[config.mk]
export PLATFORM = sky130hd
export DESIGN_NAME = opfwd_unit
export DESIGN_NICKNAME = d
export VERILOG_FILES = /design/src/rtl/opfwd_pkg.sv /design/src/rtl/opfwd_select.sv /design/src/rtl/opfwd_mux.sv /design/src/rtl/opfwd_unit.sv
export SDC_FILE = /design/constraint.sdc
export NUM_CORES = 1
export LEC_CHECK = 0
export ABC_CLOCK_PERIOD_IN_PS = 800
export BUFFER_PORTS_ARGS = -buffer_cell sky130_fd_sc_hd__buf_4
export CELL_PAD_IN_SITES_DETAIL_PLACEMENT = 0
export CELL_PAD_IN_SITES_GLOBAL_PLACEMENT = 1
export CORE_ASPECT_RATIO = 0.7
export CORE_MARGIN = 2
export CORE_UTILIZATION = 27
export DETAILED_ROUTE_END_ITERATION = 8
export PLACE_DENSITY_LB_ADDON = 0.2
export SLEW_MARGIN = 30
export SYNTH_ARGS = -nofsm -noshare
export SYNTH_HDL_FRONTEND = slang
export SYNTH_HIERARCHICAL = 1
export SYNTH_SLANG_ARGS = --single-unit
[constraint.sdc]
create_clock -name clk -period 0.8 [get_ports clk]
set_input_delay 0.04 -clock clk [delete_from_list [all_inputs] [get_ports clk]]
set_output_delay 0.04 -clock clk [all_outputs]
set_load 0.1 [all_outputs]
[src/rtl/opfwd_pkg.sv]
package opfwd_pkg;
  localparam int SEL_W = 2;

  typedef enum logic [SEL_W-1:0] {
    FWD_RF   = 2'b00,
    FWD_FAR  = 2'b01,
    FWD_NEAR = 2'b10
  } fwd_sel_e;
endpackage

[src/rtl/opfwd_select.sv]
module opfwd_select
  import opfwd_pkg::*;
#(
  parameter int REG_W = 5
) (
  input  logic [REG_W-1:0] src_i,
  input  logic [REG_W-1:0] near_dst_i,
  input  logic             near_wen_i,
  input  logic [REG_W-1:0] far_dst_i,
  input  logic             far_wen_i,
  output fwd_sel_e         sel_o,
  output logic             near_hit_o,
  output logic             far_hit_o
);
  // A stage qualifies only if it writes a real (non-zero) register matching src
  function automatic logic stage_hit(input logic wen,
                                     input logic [REG_W-1:0] dst,
                                     input logic [REG_W-1:0] src);
    return wen && (dst != '0) && (dst == src);
  endfunction

  assign near_hit_o = stage_hit(near_wen_i, near_dst_i, src_i);
  assign far_hit_o  = stage_hit(far_wen_i, far_dst_i, src_i);

  // Nearer stage holds the more recent write and takes priority
  always_comb begin
    if (near_hit_o)     sel_o = FWD_NEAR;
    else if (far_hit_o) sel_o = FWD_FAR;
    else                sel_o = FWD_RF;
  end
endmodule

[src/rtl/opfwd_mux.sv]
module opfwd_mux
  import opfwd_pkg::*;
#(
  parameter int DATA_W = 32
) (
  input  fwd_sel_e          sel_i,
  input  logic [DATA_W-1:0] rf_i,
  input  logic [DATA_W-1:0] near_i,
  input  logic [DATA_W-1:0] far_i,
  output logic [DATA_W-1:0] val_o
);
  always_comb begin
    unique case (sel_i)
      FWD_NEAR: val_o = near_i;
      FWD_FAR:  val_o = far_i;
      default:  val_o = rf_i;
    endcase
  end
endmodule

[src/rtl/opfwd_unit.sv]
module opfwd_unit
  import opfwd_pkg::*;
#(
  parameter int REG_W  = 5,
  parameter int DATA_W = 32
) (
  input  logic              clk,
  input  logic              rst_n,
  input  logic [REG_W-1:0]  src1_reg_i,
  input  logic [REG_W-1:0]  src2_reg_i,
  input  logic [DATA_W-1:0] rf_a_i,
  input  logic [DATA_W-1:0] rf_b_i,
  input  logic [REG_W-1:0]  near_dst_i,
  input  logic              near_wen_i,
  input  logic [DATA_W-1:0] near_res_i,
  input  logic [REG_W-1:0]  far_dst_i,
  input  logic              far_wen_i,
  input  logic [DATA_W-1:0] far_res_i,
  output logic [SEL_W-1:0]  sel_a_o,
  output logic [SEL_W-1:0]  sel_b_o,
  output logic [DATA_W-1:0] op_a_o,
  output logic [DATA_W-1:0] op_b_o
);
  localparam int NUM_OPS = 2;

  logic [REG_W-1:0]  src_reg [NUM_OPS];
  logic [DATA_W-1:0] rf_val  [NUM_OPS];
  fwd_sel_e          sel_nxt [NUM_OPS];
  logic [DATA_W-1:0] op_nxt  [NUM_OPS];
  logic [SEL_W-1:0]  sel_q   [NUM_OPS];
  logic [DATA_W-1:0] op_q    [NUM_OPS];

  // Named per-operand match events, visible to the bound checker
  logic [NUM_OPS-1:0] near_hit;
  logic [NUM_OPS-1:0] far_hit;

  assign src_reg[0] = src1_reg_i;
  assign src_reg[1] = src2_reg_i;
  assign rf_val[0]  = rf_a_i;
  assign rf_val[1]  = rf_b_i;

  for (genvar g = 0; g < NUM_OPS; g++) begin : g_op
    opfwd_select #(.REG_W(REG_W)) sel_i (
      .src_i      (src_reg[g]),
      .near_dst_i (near_dst_i),
      .near_wen_i (near_wen_i),
      .far_dst_i  (far_dst_i),
      .far_wen_i  (far_wen_i),
      .sel_o      (sel_nxt[g]),
      .near_hit_o (near_hit[g]),
      .far_hit_o  (far_hit[g])
    );

    opfwd_mux #(.DATA_W(DATA_W)) mux_i (
      .sel_i  (sel_nxt[g]),
      .rf_i   (rf_val[g]),
      .near_i (near_res_i),
      .far_i  (far_res_i),
      .val_o  (op_nxt[g])
    );

    always_ff @(posedge clk or negedge rst_n) begin
      if (!rst_n) begin
        sel_q[g] <= FWD_RF;
        op_q[g]  <= '0;
      end else begin
        sel_q[g] <= sel_nxt[g];
        op_q[g]  <= op_nxt[g];
      end
    end
  end

  assign sel_a_o = sel_q[0];
  assign sel_b_o = sel_q[1];
  assign op_a_o  = op_q[0];
  assign op_b_o  = op_q[1];
endmodule

==> summary.md <==
| Metric | Value |
|---|---|
| Syn Inst Count | `338` |
| Worst Hold Launch | `near_res_i[26]` |
| Max Cap Viol | `0` |
| Data required, critical path | `1.05 ns` |
| Syn nets | `494` |
| Min Tclk post-route | `1.394 ns` |
| Switch share | `0.3231` |
| Post-DP HPWL | `9485 um` |
| Setup-failing EPs final | `132` |
| Antenna cells | `0` |
| Largest net degree at the start of global routing | `30` |
| Clock power frac | `0.360` |
| Slew @ Worst Pin | `0.3370 ns` |
| HP Class | `in -> reg` |
| XOR/XNOR Fraction of Synth Area | `0.04683` |
| Core Util, Final | `0.6891` |
| Max FO, Critical Path | `6` |
| Max-slew violations | `0` |
| Count of cell types in the netlist | `19` |
| Adder-cell area share of the yosys netlist | `0.01511` |
| Final hold viol count | `0` |
| Status | `finished, violations left` |
| Setup crit end kind | `register` |
| Hold EP | `op_a_o[26]` |
| Unrepaired setup endpoints after global routing | `yes` |
| Core Rows | `33` |
| PnR Total Power | `12,960 uW` |
| Buffers plus inverters on the worst setup path | `4` |
| Final net count | `836` |
| Largest family of logic cells by synthesized area | `compound AO/OA/AOI/OAI gates` |
| Fin area | `8165 um^2` |
| Initial drt markers | `128` |
| First-pass GRT wire length | `22,730 um` |
| Post-route DRC | `0` |
| Fin crit share | `1.743` |
| Yosys Warn Count | `6` |
| Commonest non-fill, non-tap cell in the layout | `buf_4` |
| Vias | `4,059` |
| Cell Area, Placed | `5394 um^2` |
| IO Port Bufs | `219` |
| Drt wl/cell | `18.29 um` |
| Setup WS post-layout | `-0.5943 ns` |
| Starting Density | `0.2796` |
| Clk root buf | `clkbuf_16` |
| Total gr overflow | `0` |
| Post-Synth Simple-Gate Area | `0.09592` |
| Htree depth | `3` |
| Critical path data arrival time | `1.64 ns` |
| FF+latch count, synth | `68` |
| Leakage | `0.003557 uW` |
| Post-synthesis mux area share | `0` |
| Max stage delay on crit path | `0.39 ns` |
| Pre-Repair DR Iteration Count | `4` |
| Io pins | `220` |
| Share of total power in combinational logic | `0.346` |
| Fmax | `0.7172 GHz` |
| Total Wirelength | `15,400 um` |
| CTS Buf Count | `9` |
| Violated checks | `setup timing` |
| Max IR drop VDD | `0.0009903 V` |
| Sequential power share | `0.294` |
| Die height | `96.68 um` |
| CTS clk-pin slew, worst paths | `0.06 ns` |
| Int Power | `8774 uW` |
| CP max stage cell | `o41ai_4` |
| Crit Path Class | `in -> reg` |
| Seq/Total Area, Yosys | `0.5136` |
| Pwr dens | `1587 nW/um^2` |
| Syn Std Cell Area | `3313 um^2` |
| Worst Setup Start Kind | `input pin` |
| Vias/cell | `4.821` |
| Vias in the first global route | `4,309` |
| Area Overhead vs Synth | `146.5%` |
| Longest Clk Path Bufs | `2` |
| GP Congestion | `0.7659` |
| Worst path top cell family by delay | `compound AO/OA/AOI/OAI gates` |
| Synth Area in Compound Gates | `0.2689` |
| Core Area | `11,850 um^2` |
| Depth of the worst hold-timing path | `3` |
| CTS tree | `yes` |
| Die Wd | `136.4 um` |
| Crit-path cells | `buf_12 -> o41ai_4 -> a211oi_4 -> nor2b_4 -> inv_2 -> ha_4 -> buf_12 -> buf_16 -> nand2_2 -> o21ai_2` |
| TritonCTS sink count | `68` |
| Share of layout cells above drive strength 1 | `0.5971` |
| Full die area | `13,190 um^2` |
| CP dominant cell by count | `buf_12` |
| Mapped Avg Cell Area | `9.802 um^2` |
| Initial antenna violation count | `0` |
| Max_slew headroom | `0.7746` |
| Post-route ant nets | `0` |
| Net switching power | `4189 uW` |
| Total GRT Usage | `0.2260` |
| Commonest non-fill, non-tap cells in the layout | `buf_4, dlygate4sd3_1, buf_8, nand2_1, o21ai_1` |
[per-layer routing]
layer  global-route usage  part of all wire  routed length (um)
met5                    0                 0                   0
met4              0.05529             0.013                 204
met3              0.08019             0.088                1348
met2               0.3869              0.50                7734
met1               0.2695              0.40                6112
[worst max path at each step]
stage	end	slack, ns	cells past startpoint	start
after floorplan	op_a_o[10]	-0.63	8	near_dst_i[3]
after detailed placement	op_a_o[3]	-1.03	9	near_dst_i[0]
final	op_a_o[25]	-0.59	10	near_dst_i[3]
after CTS	op_a_o[25]	-0.54	10	src1_reg_i[3]
after global placement	op_a_o[8]	-1.02	9	near_dst_i[3]
after global routing	op_b_o[21]	-0.68	9	src2_reg_i[3]
[registers in the layout, indices dropped and copies added, names as in the netlist]
register,flops
op_b_o,32
sel_b_o,2
sel_a_o,2
op_a_o,32
[kinds of logic (layout without fill, tap and decap cells)]
family,after synthesis,count (layout)
compound gates,136,136
xor+xnor,16,16
fa+ha+maj,4,4
buf+inv,32,379
flops,68,68
simple gates,82,82
[synthesized netlist by cell type (all sizes together)]
library cell | instances | area, um^2
o21ai | 64 | 320.3
nand3 | 4 | 20.02
a211oi | 4 | 40.03
o41ai | 4 | 50.05
ha | 4 | 50.05
dfrtp | 68 | 1702
xnor2 | 16 | 155.2
nor2b | 2 | 12.51
a22oi | 64 | 480.5
inv | 4 | 15.01
nor2 | 4 | 15.01
buf | 28 | 182.7
nand2 | 72 | 270.3
[power by group through the flow]
stage	registers, uW	clock network, uW	logic (uW)
6_report	3810	4670	4480
5_1_grt	3830	4930	4670
4_1_cts	3810	4780	4270
3_5_place_dp	3790	0	3350
3_3_place_gp	3790	0	3330
2_1_floorplan	5370	0	456
[area by class of cell]
cell class | instances | area [um^2]
flip-flops and latches | 68 | 1737
inverters | 4 | 15.01
multi-input cells | 238 | 1969
clock inverters | 4 | 95.09
clock buffers | 12 | 256.5
repair buffers | 359 | 3896
well taps | 157 | 196.4
fillers | 865 | 3685
[through the flow]
stage	hold WS, ns	TNS (ns)	setup WS, ns	cells
after detailed placement	-0.07842	-62.06	-1.029	711
final	0.007245	-44.23	-0.5943	842
after global routing	0.01216	-51.24	-0.6839	842
after floorplan	-0.2556	-45.45	-0.6340	338
after CTS	0.001563	-41.82	-0.5411	833
after global placement	-0.08281	-61.04	-1.022	711
[what timing repair did]
| item | in CTS | in global routing |
|---|---|---|
| pin swaps | 19 | 13 |
| hold buffers | 95 | 0 |
| setup endpoints to repair | 132 | 132 |
| hold endpoints to repair | 132 | 0 |
| buffers inserted | 6 | 4 |
| cloned | 6 | 6 |
| gates resized for setup | 219 | 55 |
[tightest hold or removal path: stages]
cell,delay [ns]
buf_4,0.09
a22oi_2,0.05
o21ai_2,0.12
Power figures use the tool's default switching activity.
